--- src/rtl/eepfe_pkg.sv ---
package eepfe_pkg;
  typedef enum logic [2:0] {
    ST_IDLE, ST_DEV, ST_WORD, ST_WDATA, ST_READ, ST_SKIP
  } feState_t;

  typedef struct packed {
    logic pickSpace;  // device byte accepted
    logic toCfg;      // chosen space is the configuration space
    logic loadWord;   // word address accepted
    logic issueWr;
    logic issueRd;
    logic stepPage;   // in-page increment
    logic stepSeq;    // linear increment
  } feStrobe_t;
endpackage

--- src/rtl/eepfe_ctrl.sv ---
module eepfe_ctrl
  import eepfe_pkg::*;
#(
  parameter int BLK_BITS  = 3,
  parameter int CFG_BITS  = 5,
  parameter int MAIN_CODE = 'hA,
  parameter int CFG_DEV   = 'h5C
) (
  input  logic       clk,
  input  logic       rstN,
  input  logic       startEv,
  input  logic       stopEv,
  input  logic       byteValid,
  input  logic [7:0] byteData,
  input  logic       rdReq,
  input  logic       busy,
  input  logic       permitIn,
  input  logic       spaceCfg,
  output feStrobe_t  strobe,
  output feState_t   state,
  output logic       ackValid,
  output logic       ackOk
);
  localparam int CODE_W = 7 - BLK_BITS;

  feState_t nxt;
  logic     ackNext;
  logic     isMain, isCfg;

  assign isMain = (byteData[7:BLK_BITS+1] == MAIN_CODE[CODE_W-1:0]);
  assign isCfg  = (byteData[7:1] == CFG_DEV[6:0]);

  always_comb begin
    strobe  = '0;
    nxt     = state;
    ackNext = 1'b0;
    if (startEv) begin
      nxt = ST_DEV;
    end else if (stopEv) begin
      nxt = ST_IDLE;
    end else begin
      case (state)
        ST_DEV: if (byteValid) begin
          if (!busy && (isMain || isCfg)) begin
            ackNext          = 1'b1;
            strobe.pickSpace = 1'b1;
            strobe.toCfg     = isCfg;
            nxt              = byteData[0] ? ST_READ : ST_WORD;
          end else begin
            nxt = ST_SKIP;
          end
        end
        ST_WORD: if (byteValid) begin
          if (spaceCfg && (byteData[7:CFG_BITS] != '0)) begin
            nxt = ST_SKIP;
          end else begin
            ackNext         = 1'b1;
            strobe.loadWord = 1'b1;
            nxt             = ST_WDATA;
          end
        end
        ST_WDATA: if (byteValid) begin
          if (permitIn) begin
            ackNext         = 1'b1;
            strobe.issueWr  = 1'b1;
            strobe.stepPage = 1'b1;
          end else begin
            nxt = ST_SKIP;
          end
        end
        ST_READ: if (rdReq && permitIn) begin
          strobe.issueRd = 1'b1;
          strobe.stepSeq = 1'b1;
        end
        default: ;
      endcase
    end
  end

  always_ff @(posedge clk) begin
    if (!rstN) begin
      state    <= ST_IDLE;
      ackValid <= 1'b0;
      ackOk    <= 1'b0;
    end else begin
      state    <= nxt;
      ackValid <= byteValid;
      ackOk    <= ackNext;
    end
  end
endmodule

--- src/rtl/eepfe_dpath.sv ---
module eepfe_dpath
  import eepfe_pkg::*;
#(
  parameter int BLK_BITS  = 3,
  parameter int OFF_BITS  = 7,
  parameter int PAGE_BITS = 4,
  parameter int CFG_BITS  = 5,
  localparam int ADDR_W   = BLK_BITS + OFF_BITS
) (
  input  logic              clk,
  input  logic              rstN,
  input  feStrobe_t         strobe,
  input  logic [7:0]        byteData,
  output logic              spaceCfg,
  output logic [ADDR_W-1:0] curAddr,
  output logic              memWr,
  output logic              memRd,
  output logic              memCfg,
  output logic [ADDR_W-1:0] memAddr,
  output logic [7:0]        memWData
);
  logic [BLK_BITS-1:0] blk;
  logic [ADDR_W-1:0]   mainPtr, mainPage, mainSeq;
  logic [CFG_BITS-1:0] cfgPtr, cfgPage, cfgSeq;

  assign mainPage = {mainPtr[ADDR_W-1:PAGE_BITS], mainPtr[PAGE_BITS-1:0] + 1'b1};
  assign mainSeq  = mainPtr + 1'b1;
  assign cfgPage  = {cfgPtr[CFG_BITS-1:PAGE_BITS], cfgPtr[PAGE_BITS-1:0] + 1'b1};
  assign cfgSeq   = cfgPtr + 1'b1;
  assign curAddr  = spaceCfg ? {{(ADDR_W-CFG_BITS){1'b0}}, cfgPtr} : mainPtr;

  always_ff @(posedge clk) begin
    if (!rstN) begin
      blk      <= '0;
      spaceCfg <= 1'b0;
      mainPtr  <= '0;
      cfgPtr   <= '0;
      memWr    <= 1'b0;
      memRd    <= 1'b0;
      memCfg   <= 1'b0;
      memAddr  <= '0;
      memWData <= '0;
    end else begin
      memWr <= strobe.issueWr;
      memRd <= strobe.issueRd;
      if (strobe.issueWr || strobe.issueRd) begin
        memCfg  <= spaceCfg;
        memAddr <= curAddr;
      end
      if (strobe.issueWr) memWData <= byteData;
      if (strobe.pickSpace) begin
        spaceCfg <= strobe.toCfg;
        if (!strobe.toCfg) blk <= byteData[BLK_BITS:1];
      end
      if (strobe.loadWord) begin
        if (spaceCfg) cfgPtr  <= byteData[CFG_BITS-1:0];
        else          mainPtr <= {blk, byteData[OFF_BITS-1:0]};
      end
      if (strobe.stepPage) begin
        if (spaceCfg) cfgPtr  <= cfgPage;
        else          mainPtr <= mainPage;
      end
      if (strobe.stepSeq) begin
        if (spaceCfg) cfgPtr  <= cfgSeq;
        else          mainPtr <= mainSeq;
      end
    end
  end
endmodule

--- src/rtl/eepfe_top.sv ---
module eepfe_top
  import eepfe_pkg::*;
#(
  parameter int BLK_BITS  = 3,
  parameter int OFF_BITS  = 7,
  parameter int PAGE_BITS = 4,
  parameter int CFG_BITS  = 5,
  parameter int MAIN_CODE = 'hA,
  parameter int CFG_DEV   = 'h5C
) (
  input  logic                         clk,
  input  logic                         rstN,
  input  logic                         startEv,
  input  logic                         stopEv,
  input  logic                         byteValid,
  input  logic [7:0]                   byteData,
  input  logic                         rdReq,
  input  logic                         busy,
  input  logic                         permitIn,
  output logic [BLK_BITS+OFF_BITS-1:0] chkAddr,
  output logic                         chkCfg,
  output logic                         chkWrite,
  output logic                         ackValid,
  output logic                         ackOk,
  output logic                         memWr,
  output logic                         memRd,
  output logic                         memCfg,
  output logic [BLK_BITS+OFF_BITS-1:0] memAddr,
  output logic [7:0]                   memWData
);
  localparam int ADDR_W = BLK_BITS + OFF_BITS;

  feStrobe_t strobe;
  feState_t  ctrlState;
  logic      spaceCfg;

  eepfe_ctrl #(
    .BLK_BITS(BLK_BITS), .CFG_BITS(CFG_BITS),
    .MAIN_CODE(MAIN_CODE), .CFG_DEV(CFG_DEV)
  ) uCtrl (
    .clk(clk), .rstN(rstN), .startEv(startEv), .stopEv(stopEv),
    .byteValid(byteValid), .byteData(byteData), .rdReq(rdReq),
    .busy(busy), .permitIn(permitIn), .spaceCfg(spaceCfg),
    .strobe(strobe), .state(ctrlState), .ackValid(ackValid), .ackOk(ackOk)
  );

  eepfe_dpath #(
    .BLK_BITS(BLK_BITS), .OFF_BITS(OFF_BITS),
    .PAGE_BITS(PAGE_BITS), .CFG_BITS(CFG_BITS)
  ) uDpath (
    .clk(clk), .rstN(rstN), .strobe(strobe), .byteData(byteData),
    .spaceCfg(spaceCfg), .curAddr(chkAddr), .memWr(memWr), .memRd(memRd),
    .memCfg(memCfg), .memAddr(memAddr), .memWData(memWData)
  );

  assign chkCfg   = spaceCfg;
  assign chkWrite = (ctrlState == ST_WDATA);
endmodule

--- config.mk ---
export PLATFORM = sky130hd
export DESIGN_NAME = eepfe_top
export DESIGN_NICKNAME = d
export VERILOG_FILES = /design/src/rtl/eepfe_pkg.sv /design/src/rtl/eepfe_ctrl.sv /design/src/rtl/eepfe_dpath.sv /design/src/rtl/eepfe_top.sv
export SDC_FILE = /design/constraint.sdc
export NUM_CORES = 1
export LEC_CHECK = 0
export BUFFER_PORTS_ARGS = -buffer_cell sky130_fd_sc_hd__buf_4
export CAP_MARGIN = 20
export CORE_UTILIZATION = 30
export CTS_BUF_LIST = sky130_fd_sc_hd__clkbuf_2 sky130_fd_sc_hd__clkbuf_4 sky130_fd_sc_hd__clkbuf_8
export DETAILED_ROUTE_END_ITERATION = 10
export PLACE_DENSITY_LB_ADDON = 0.2
export RECOVER_POWER = 50
export SLEW_MARGIN = 20
export SYNTH_ARGS = -nofsm -noshare
export SYNTH_HDL_FRONTEND = slang
export SYNTH_SLANG_ARGS = --single-unit
--- constraint.sdc ---
create_clock -name clk -period 2.3 [get_ports clk]
set_input_delay 0.345 -clock clk [delete_from_list [all_inputs] [get_ports clk]]
set_output_delay 0.345 -clock clk [all_outputs]
set_load 0.01 [all_outputs]
==> results of run 1 <==
[final cells by class]
cell class,count,area [um2],area share
clock buffers,6,76.3,0.0271
clock inverters,2,15.0,0.00533
inverters,13,48.8,0.0173
multi-input cells,199,1320,0.469
flip-flops and latches,45,901,0.320
well taps,99,124,0.0439
repair buffers,59,332,0.118
[where the power goes]
part | switching [mW] | total [mW] | internal (mW)
registers | 0.00517 | 0.786 | 0.781
clock network | 0.285 | 0.512 | 0.226
logic | 0.0597 | 0.0921 | 0.0324
total | 0.350 | 1.39 | 1.04
[cell families (layout without fill, tap and decap cells)]
logic type | after synthesis | after routing
muxes | 22 | 22
DFF | 45 | 45
adders and majority gates | 2 | 2
AOI/OAI and AO/OA | 64 | 64
buffers and inverters | 28 | 80
and+or+nand+nor | 111 | 111
[registers in the layout, summed over array words and instances, names as in the netlist, named ones only]
name,cells
uDpath.memRd,1
uDpath.cfgPtr,4
uCtrl.ackOk,1
uDpath.memWr,1
uDpath.mainPtr,10
uDpath.memCfg,1
uCtrl.state,3
uDpath.blk,3
uDpath.memWData,8
uDpath.spaceCfg,1
uCtrl.ackValid,1
uDpath.memAddr,10
[per-layer routing]
metal	up-vias	GRT usage	share of wire
met1	1036	0.224	0.46
met2	73	0.265	0.46
met5	-	0	0
met3	12	0.0379	0.060
met4	0	0.0578	0.018
li1	1101	-	-
[synth_stat cells (2+ instances only)]
library cell  count  area [um2]
ha_1              2        25.0
nor3b_1           2        15.0
a311oi_1          3        26.3
a21oi_1          18        90.1
and2_1            2        12.5
nor4_1            2        12.5
nand3_1          13        65.1
nand3b_1          2        15.0
nand2_1          38         143
nand4_1           4        25.0
o31ai_1           4        30.0
o32a_1            3        30.0
o31a_1            2        17.5
nor3_1            5        25.0
nor2b_1           6        37.5
clkbuf_1          9        33.8
o211ai_1          4        30.0
nor2_1           16        60.1
dfxtp_1          45         901
nand4bb_1         2        22.5
inv_1            12        45.0
o21ai_0           4        20.0
or3_1             2        12.5
o21a_1            2        15.0
mux2_2            3        33.8
buf_2             4        20.0
o2111ai_1         3        26.3
mux2i_1          19         190
o22ai_1           5        31.3
a31oi_1           5        31.3
and3_1            3        18.8
[worst paths after layout]
| path | start | to | slack (ps) | cells after the start |
|---|---|---|---|---|
| max | uDpath.spaceCfg | chkAddr[4] | 230 | 2 |
| min | byteValid | uCtrl.ackValid | 300 | 2 |
| max reg2reg | uCtrl.state[0] | uDpath.mainPtr[3] | 230 | 4 |
| min reg2reg | uDpath.memAddr[2] | uDpath.memAddr[2] | 460 | 2 |
[through the flow]
step	power (mW)	instance area, um2	hold slack, ps
after detailed placement	0.902	2840	449
final	1.39	2820	300
after global placement	0.902	2840	446
after floorplan	0.848	2350	446
after global routing	1.44	2820	298
after CTS	1.41	2930	295
==> reports/metrics.csv, run 1 <==
stage,metric,value,unit
cells_and_area,nets,341,
route,drt_iter0_drc,159,
yosys,synth_top_family_by_area,simple AND/OR/NAND/NOR gates,
place,io_buffers,50,
min_path,hold_path.class,in -> reg,
route,drc_errors,0,
floorplanning,core_area,7410,um2
timing,max_freq,483,MHz
global_route,track_usage,0.168,
floorplanning,die_y,90.5,um
cells_and_area,final_common_cell,dfxtp_1,
yosys,synth_ff_type,dfxtp_1,
cts,hold_buffers,0,
setup_path,cp_top_family,flip-flops,
setup_path,cp_slowest_cell,dfxtp_1,
yosys,ys_seq_area_frac,0.383,
yosys,yosys-mux-area-fraction,0.0953,
floorplanning,fp.dieW,90.5,um
cells_and_area,stdcell_count,423,
yosys,synth_compound_area_frac,0.194,
place,pre_cts_ws,247,ps
cts,h-tree-depth,2,
setup_path,worstPathRequired,1960,ps
cts,clkLatencyLatePin,300,ps
route,dr.pass1.iters,4,
timing,finClkSkew,9.89,ps
pwr,peakVddDrop,0.000276,V
global_route,grt_pass1_wl,11100,um
setup_path,cp_cell_sequence,mux2_2 > buf_4,
timing,slew_viol_final,0,
cells_and_area,area_growth_syn_to_layout,20.0,%
route,wl_per_cell,15.8,um
yosys,synth_adder_area_share,0.0106,
cells_and_area,diodes,0,
floorplanning,initial_core_util,0.317,
cts,cts_buffers,5,
cells_and_area,drive_gt1_frac,0.160,
global_route,grt_pass1_vias,2126,
yosys,synthArstFlopShare,0,
global_route,grt_max_degree,32,
yosys,synth_edf_count,0,
place,placed_cells,415,
timing,worst_slew_pin_slew,804,ps
route,routed_wirelength,6700,um
cts,root_buffer,clkbuf_8,
pwr,pwr_density_cell,493,nW/um2
route,postRouteAntennaNets,0,
job,maxCapViolations,0,
timing,relSlewSlack,0.463,
timing,min_period,2070,ps
status,status,completed,
setup_path,critPathBufInv,1,
yosys,ys_types,59,
setup_path,worst-path-max-fanout,21,
global_route,antenna_found_initial,0,
place,gp_congestion,0.866,
timing,rsz0062_at_grt,false,
cts,clockBufferDepth,2,
yosys,yosys.area_share.simple,0.263,
pwr,p_leak,1.06,nW
cells_and_area,n_fill_cell,756,
yosys,avgSynthCellArea,8.64,um2
setup_path,cp.arrival,1730,ps
timing,timing.final.ws_setup,228,ps
timing,hold_viol_final,0,
cts,ctsResizeCount,0,
floorplanning,num_io_pins,51,
yosys,ys_ff_latch,45,
setup_path,startpoint_type,flop,
setup_path,critPathMaxStageDelay,850,ps
yosys,synth-xor-area-share,0,
floorplanning,num_rows,31,
cts,cts.sinks,45,
global_route,globalRouteOverflowTotal,0,
route,vias_per_cell,5.25,
setup_path,crit_type,reg -> out,
yosys,synthCells,272,
yosys,synth_warnings,0,
yosys,synthesis.nets,290,
route,vias,2222,
yosys,syn_area,2350,um2
timing,final.period_utilization,0.901,
cells_and_area,final_util,0.381,
timing,fin_setup_tns,0,ps
cts,post_cts_buffers,0,
cts,clk_pin_slew,90,ps
place,hpwl,4980,um
cts,cts_tree,yes,
floorplanning,die_area,8190,um2
cells_and_area,final_cell_mix,"dfxtp_1 (45), nand2_1 (38), buf_4 (29), clkbuf_1 (29), mux2i_1 (19)",
setup_path,end_kind,output pin,
timing,final-setup-viol-count,0,
(Power assumes the default switching activity.)
==> run 2: changes to the inputs <==
- CORE_UTILIZATION: 30 -> 56
==> reports/metrics.csv, run 2 (synthesis gave the netlist of run 1 again) <==
stage,metric,value,unit,change
cells_and_area,n_fill_cell,361,,-52%
pwr,p_leak,1.08,nW,+1.7%
cts,post_cts_buffers,0,,unchanged
global_route,track_usage,0.289,,+0.121
cts,clk_pin_slew,80,ps,about the same
pwr,p_sw_frac,0.239,,-0.0130
floorplanning,core_area,4000,um2,-46%
cells_and_area,drive_gt1_frac,0.167,,+0.00617
floorplanning,fp.dieW,66.8,um,-26%
route,postRouteAntennaNets,0,,unchanged
setup_path,worst-path-max-fanout,27,,+29%
cts,clockBufferDepth,2,,unchanged
setup_path,reg2reg_depth,4,,unchanged
floorplanning,die_area,4460,um2,-46%
cts,clkLatencyLatePin,290,ps,about the same
setup_path,r2r-end,uDpath.mainPtr[4],,
place,pre_cts_ws,348,ps,+100 ps
cells_and_area,final_cell_mix,"dfxtp_1 (45), nand2_1 (38), buf_4 (33), clkbuf_1 (26), mux2i_1 (19)",,
timing,slew_viol_final,0,,unchanged
timing,min_period,2170,ps,+97.5 ps
global_route,grt_max_degree,28,,-13%
min_path,min_path_cells,2,,unchanged
cts,cts.sinks,45,,unchanged
global_route,grt_pass1_wl,9860,um,-11%
route,wl_per_cell,16.0,um,+0.90%
setup_path,cp_top_family,flip-flops,,
global_route,globalRouteOverflowTotal,0,,unchanged
floorplanning,num_rows,23,,-26%
timing,final-setup-viol-count,0,,unchanged
cells_and_area,nets,341,,unchanged
setup_path,critPathMaxStageDelay,940,ps,+90 ps
status,status,completed,,
cells_and_area,top_regs,"uDpath.mainPtr: 10 flops, uDpath.memAddr: 10 flops, uDpath.memWData: 8 flops",,
cells_and_area,diodes,0,,unchanged
timing,rsz0062_at_grt,false,,
timing,finClkSkew,4.01,ps,-5.88 ps
pwr,pwr_density_cell,496,nW/um2,+0.48%
route,routed_wirelength,5980,um,-11%
setup_path,end_kind,output pin,,
cts,ctsResizeCount,0,,unchanged
place,hpwl,4400,um,-12%
setup_path,cp_slowest_cell,dfxtp_1,,
pwr,peakVddDrop,0.000384,V,+39%
cts,hold_buffers,0,,unchanged
route,vias,2279,,+2.6%
floorplanning,die_y,66.8,um,-26%
pwr,internal-power,1.04,mW,about the same
timing,relSlewSlack,0.372,,-0.0916
cells_and_area,final_util,0.690,,+0.310
min_path,hp-start,byteValid,,
global_route,grt_pass1_vias,2013,,-5.3%
cts,h-tree-depth,2,,unchanged
pwr,comb_power_share,0.070,,+0.004
global_route,antenna_found_initial,0,,unchanged
setup_path,cp_cell_sequence,mux2_2 > buf_4,,
timing,timing.final.ws_setup,131,ps,-97.5 ps
cts,root_buffer,clkbuf_8,,
timing,max_freq,461,MHz,-4.5%
cts,cts_buffers,5,,unchanged
cells_and_area,stdcell_count,374,,-12%
min_path,hold_path.class,in -> reg,,
setup_path,reg2reg_slack,300,ps,+70 ps
timing,worst_slew_pin_slew,941,ps,+137 ps
cells_and_area,area_growth_syn_to_layout,17.5,%,
setup_path,r2r_start,uDpath.spaceCfg,,
place,io_buffers,50,,unchanged
pwr,pwr-share-seq,0.575,,+0.009
setup_path,crit_type,reg -> out,,
pwr,clock_power_share,0.355,,-0.013
place,placed_cells,366,,-12%
timing,final.period_utilization,0.943,,+0.0424
route,drc_errors,0,,unchanged
cts,cts_tree,yes,,
place,gp_congestion,0.935,,+7.9%
timing,hold_viol_final,0,,unchanged
floorplanning,initial_core_util,0.587,,+0.270
setup_path,critPathBufInv,1,,unchanged
cells_and_area,final_common_cell,dfxtp_1,,
job,maxCapViolations,0,,unchanged
setup_path,startpoint_type,flop,,
route,dr.pass1.iters,5,,+1
setup_path,cp.arrival,1820,ps,+90 ps
timing,fin_setup_tns,0,ps,unchanged
min_path,hold_end,uCtrl.ackValid,,
floorplanning,num_io_pins,51,,unchanged
route,drt_iter0_drc,204,,+28%
route,vias_per_cell,6.09,,+16%
setup_path,worstPathRequired,1960,ps,about the same
pwr,p_switching,0.327,mW,-6.7%
## run 2: changes by cell type in the layout (fill, tap and decap cells not counted), sizes merged
cell / previous run / this run
clkbuf: 36 / 32
buf: 29 / 33
clkinv: 1 / 3
clkinvlp: 2 / 0
## run 2: layer usage
metal,vias to the layer above,track usage,wire [um]
li1,1099,-,-
met4,0,0.0771,82
met1,1066,0.409,2750
met3,12,0.0514,407
met5,-,0,0
met2,102,0.446,2740
## run 2: area by class of cell
cell class              count  area, um2  area share
clock buffers               6       76.3      0.0277
clock inverters             2       10.0     0.00363
inverters                  13       48.8      0.0177
multi-input cells         199       1320       0.477
flip-flops and latches     45        901       0.326
well taps                  50       62.6      0.0227
repair buffers             59        345       0.125
## run 2: worst max path at each step
stage	startpoint	end	slack, ps	depth (start not counted)
global placement	uDpath.spaceCfg	uDpath.mainPtr[3]	440	4
detailed placement	uDpath.spaceCfg	uDpath.mainPtr[4]	350	4
finish	uDpath.spaceCfg	chkAddr[0]	130	2
CTS	uDpath.spaceCfg	chkAddr[0]	160	2
global route	uDpath.spaceCfg	chkAddr[4]	50	2
floorplan	permitIn	uDpath.mainPtr[8]	610	5
## run 2: metrics by stage
| step | area, um2 | hold WS, ps | power [mW] |
|---|---|---|---|
| 2_1_floorplan | 2350 | 446 | 0.848 |
| 3_3_place_gp | 2780 | 444 | 0.900 |
| 3_5_place_dp | 2780 | 449 | 0.901 |
| 4_1_cts | 2860 | 297 | 1.38 |
| 5_1_grt | 2760 | 316 | 1.42 |
| 6_report | 2760 | 299 | 1.37 |
## run 2: power by group through the flow
stage	Combinational (mW)	Clock (mW)	Sequential (mW)
6_report	0.0958	0.486	0.786
5_1_grt	0.103	0.529	0.788
4_1_cts	0.0966	0.496	0.786
3_5_place_dp	0.0965	0	0.805
3_3_place_gp	0.0959	0	0.804
2_1_floorplan	0.0461	0	0.802
==> run 3: changes to the inputs <==
--- a/config.mk
+++ b/config.mk
@@ -11,2 +11,3 @@
 export CTS_BUF_LIST = sky130_fd_sc_hd__clkbuf_2 sky130_fd_sc_hd__clkbuf_4 sky130_fd_sc_hd__clkbuf_8
+export CTS_CLUSTER_DIAMETER = 200
 export DETAILED_ROUTE_END_ITERATION = 10
==> constraint.sdc (replaced) <==
create_clock -name clk -period 2.3 [get_ports clk]
set_input_delay 0.115 -clock clk [delete_from_list [all_inputs] [get_ports clk]]
set_output_delay 0.115 -clock clk [all_outputs]
set_load 0.01 [all_outputs]
==> reports/metrics.csv, run 3 (synthesis gave the netlist of run 1 again) <==
stage,metric,value,unit,change
route,postRouteAntennaNets,0,,unchanged
cells_and_area,top_regs,"uDpath.mainPtr: 10 flops, uDpath.memAddr: 10 flops, uDpath.memWData: 8 flops",,
pwr,finalPower,1.51,mW,+10%
global_route,top_usage_layer,met2,,
route,drc_errors,0,,unchanged
timing,relSlewSlack,0.320,,-0.0511
timing,slew_viol_final,0,,unchanged
timing,min_period,2180,ps,+9.53 ps
global_route,globalRouteOverflowTotal,0,,unchanged
global_route,grt_pass1_wl,10200,um,+3.9%
pwr,p_switching,0.338,mW,+3.6%
cells_and_area,multi_input_area,1310,um2,-0.19%
floorplanning,initial_core_util,0.587,,unchanged
floorplanning,die_y,66.8,um,unchanged
pwr,internal-power,1.17,mW,+12%
cts,clockBufferDepth,2,,unchanged
cells_and_area,final_cell_mix,"dfxtp_1 (45), nand2_1 (39), clkbuf_1 (31), buf_4 (26), mux2i_1 (19)",,
floorplanning,fp.dieW,66.8,um,unchanged
floorplanning,core_area,4000,um2,unchanged
cells_and_area,final_common_cell,dfxtp_1,,
cts,cts.sinks,45,,unchanged
global_route,grt_pass1_vias,2128,,+5.7%
timing,rsz0062_at_grt,false,,
setup_path,startpoint_type,flop,,
setup_path,worst-path-max-fanout,14,,-48%
place,gp_congestion,0.902,,-3.6%
route,drt_iter0_drc,215,,+5.4%
status,status,completed,,
timing,final.period_utilization,0.947,,+0.00414
job,maxCapViolations,0,,unchanged
place,io_buffers,50,,unchanged
setup_path,end_kind,output pin,,
timing,worst_slew_pin_slew,1010,ps,+68.7 ps
cts,cts_tree,yes,,
setup_path,crit_type,reg -> out,,
timing,hold_viol_final,0,,unchanged
cts,post_cts_buffers,0,,unchanged
pwr,pwr-share-seq,0.521,,-0.054
min_path,hold_path.class,in -> reg,,
route,dr.pass1.iters,5,,unchanged
cts,clkLatencyLatePin,300,ps,about the same
place,hpwl,4470,um,+1.5%
setup_path,cp.arrival,2060,ps,+240 ps
global_route,grt_max_degree,19,,-32%
cells_and_area,nets,339,,-0.59%
global_route,grtUsageMet1,0.402,,-0.00728
timing,final-setup-viol-count,0,,unchanged
timing,fin_setup_tns,0,ps,unchanged
floorplanning,num_io_pins,51,,unchanged
timing,finClkSkew,5.76,ps,+1.74 ps
pwr,p_leak,1.06,nW,-1.8%
cells_and_area,drive_gt1_frac,0.140,,-0.0269
cells_and_area,fin_area,2760,um2,about the same
cells_and_area,stdcell_count,372,,-0.53%
route,routed_wirelength,6290,um,+5.2%
cells_and_area,register_area,901,um2,unchanged
global_route,gr-usage-met2,0.484,,+0.0379
setup_path,worstPathRequired,2180,ps,+220 ps
cts,clk_pin_slew,80,ps,about the same
cells_and_area,diodes,0,,unchanged
floorplanning,num_rows,23,,unchanged
route,vias_per_cell,6.25,,+2.6%
global_route,use_met3,0.0565,,+0.00514
route,wl_per_cell,16.9,um,+5.7%
cells_and_area,final_util,0.689,,about the same
timing,max_freq,459,MHz,-0.44%
cts,cts_buffers,5,,unchanged
floorplanning,die_area,4460,um2,unchanged
pwr,peakVddDrop,0.000417,V,+8.6%
pwr,pwr_density_cell,547,nW/um2,+10%
place,placed_cells,364,,-0.55%
cts,ctsResizeCount,0,,unchanged
place,dpl-instance-area,2760,um2,-0.54%
route,vias,2326,,+2.1%
pwr,clock_power_share,0.415,,+0.060
global_route,antenna_found_initial,0,,unchanged
cts,h-tree-depth,2,,unchanged
cts,root_buffer,clkbuf_8,,
global_route,track_usage,0.308,,+0.0194
cells_and_area,n_fill_cell,358,,-0.83%
cts,hold_buffers,0,,unchanged
pwr,p_sw_frac,0.224,,-0.0146
cells_and_area,area_growth_syn_to_layout,17.4,%,about the same
pwr,comb_power_share,0.063,,-0.007
[run 3: cell type report]
cell class,instances,share of cell area
Inverter,13,0.0177
Tap cell,50,0.0227
Multi-Input combinational cell,199,0.476
Sequential cell,45,0.327
Clock buffer,6,0.0299
Timing Repair Buffer,57,0.113
Clock inverter,2,0.0136
[run 3: layer usage]
layer	vias to the layer above	part of all wire
li1	1104	-
met1	1059	0.42
met2	135	0.47
met3	28	0.079
met4	0	0.031
met5	-	0
[run 3: worst max-delay path: stages (launching register included)]
cell and delay (ps):
dfxtp_1 640, clkbuf_1 550, mux2_2 430, buf_4 150
[run 3: power groups by stage]
stage	clock network [mW]	logic [mW]	registers [mW]
floorplan	0	0.0461	0.802
global placement	0	0.0931	0.805
detailed placement	0	0.0952	0.805
CTS	0.639	0.0951	0.786
global route	0.662	0.102	0.788
finish	0.626	0.0957	0.787
[run 3: worst paths after layout]
path / from / to / slack (ps) / depth (start not counted)
worst min-delay path: byteValid / uCtrl.ackValid / 70 / 2
worst max register to register: uCtrl.state[1] / uDpath.mainPtr[3] / 230 / 4
worst max-delay path: uDpath.spaceCfg / chkAddr[0] / 120 / 3
worst min register to register: uDpath.memAddr[4] / uDpath.memAddr[4] / 460 / 2
[run 3: through the flow]
step	setup WS (ps)	hold WS [ps]
finish	121	68.7
CTS	259	63.6
detailed placement	327	376
global route	22.2	70.9
global placement	433	369
floorplan	634	237
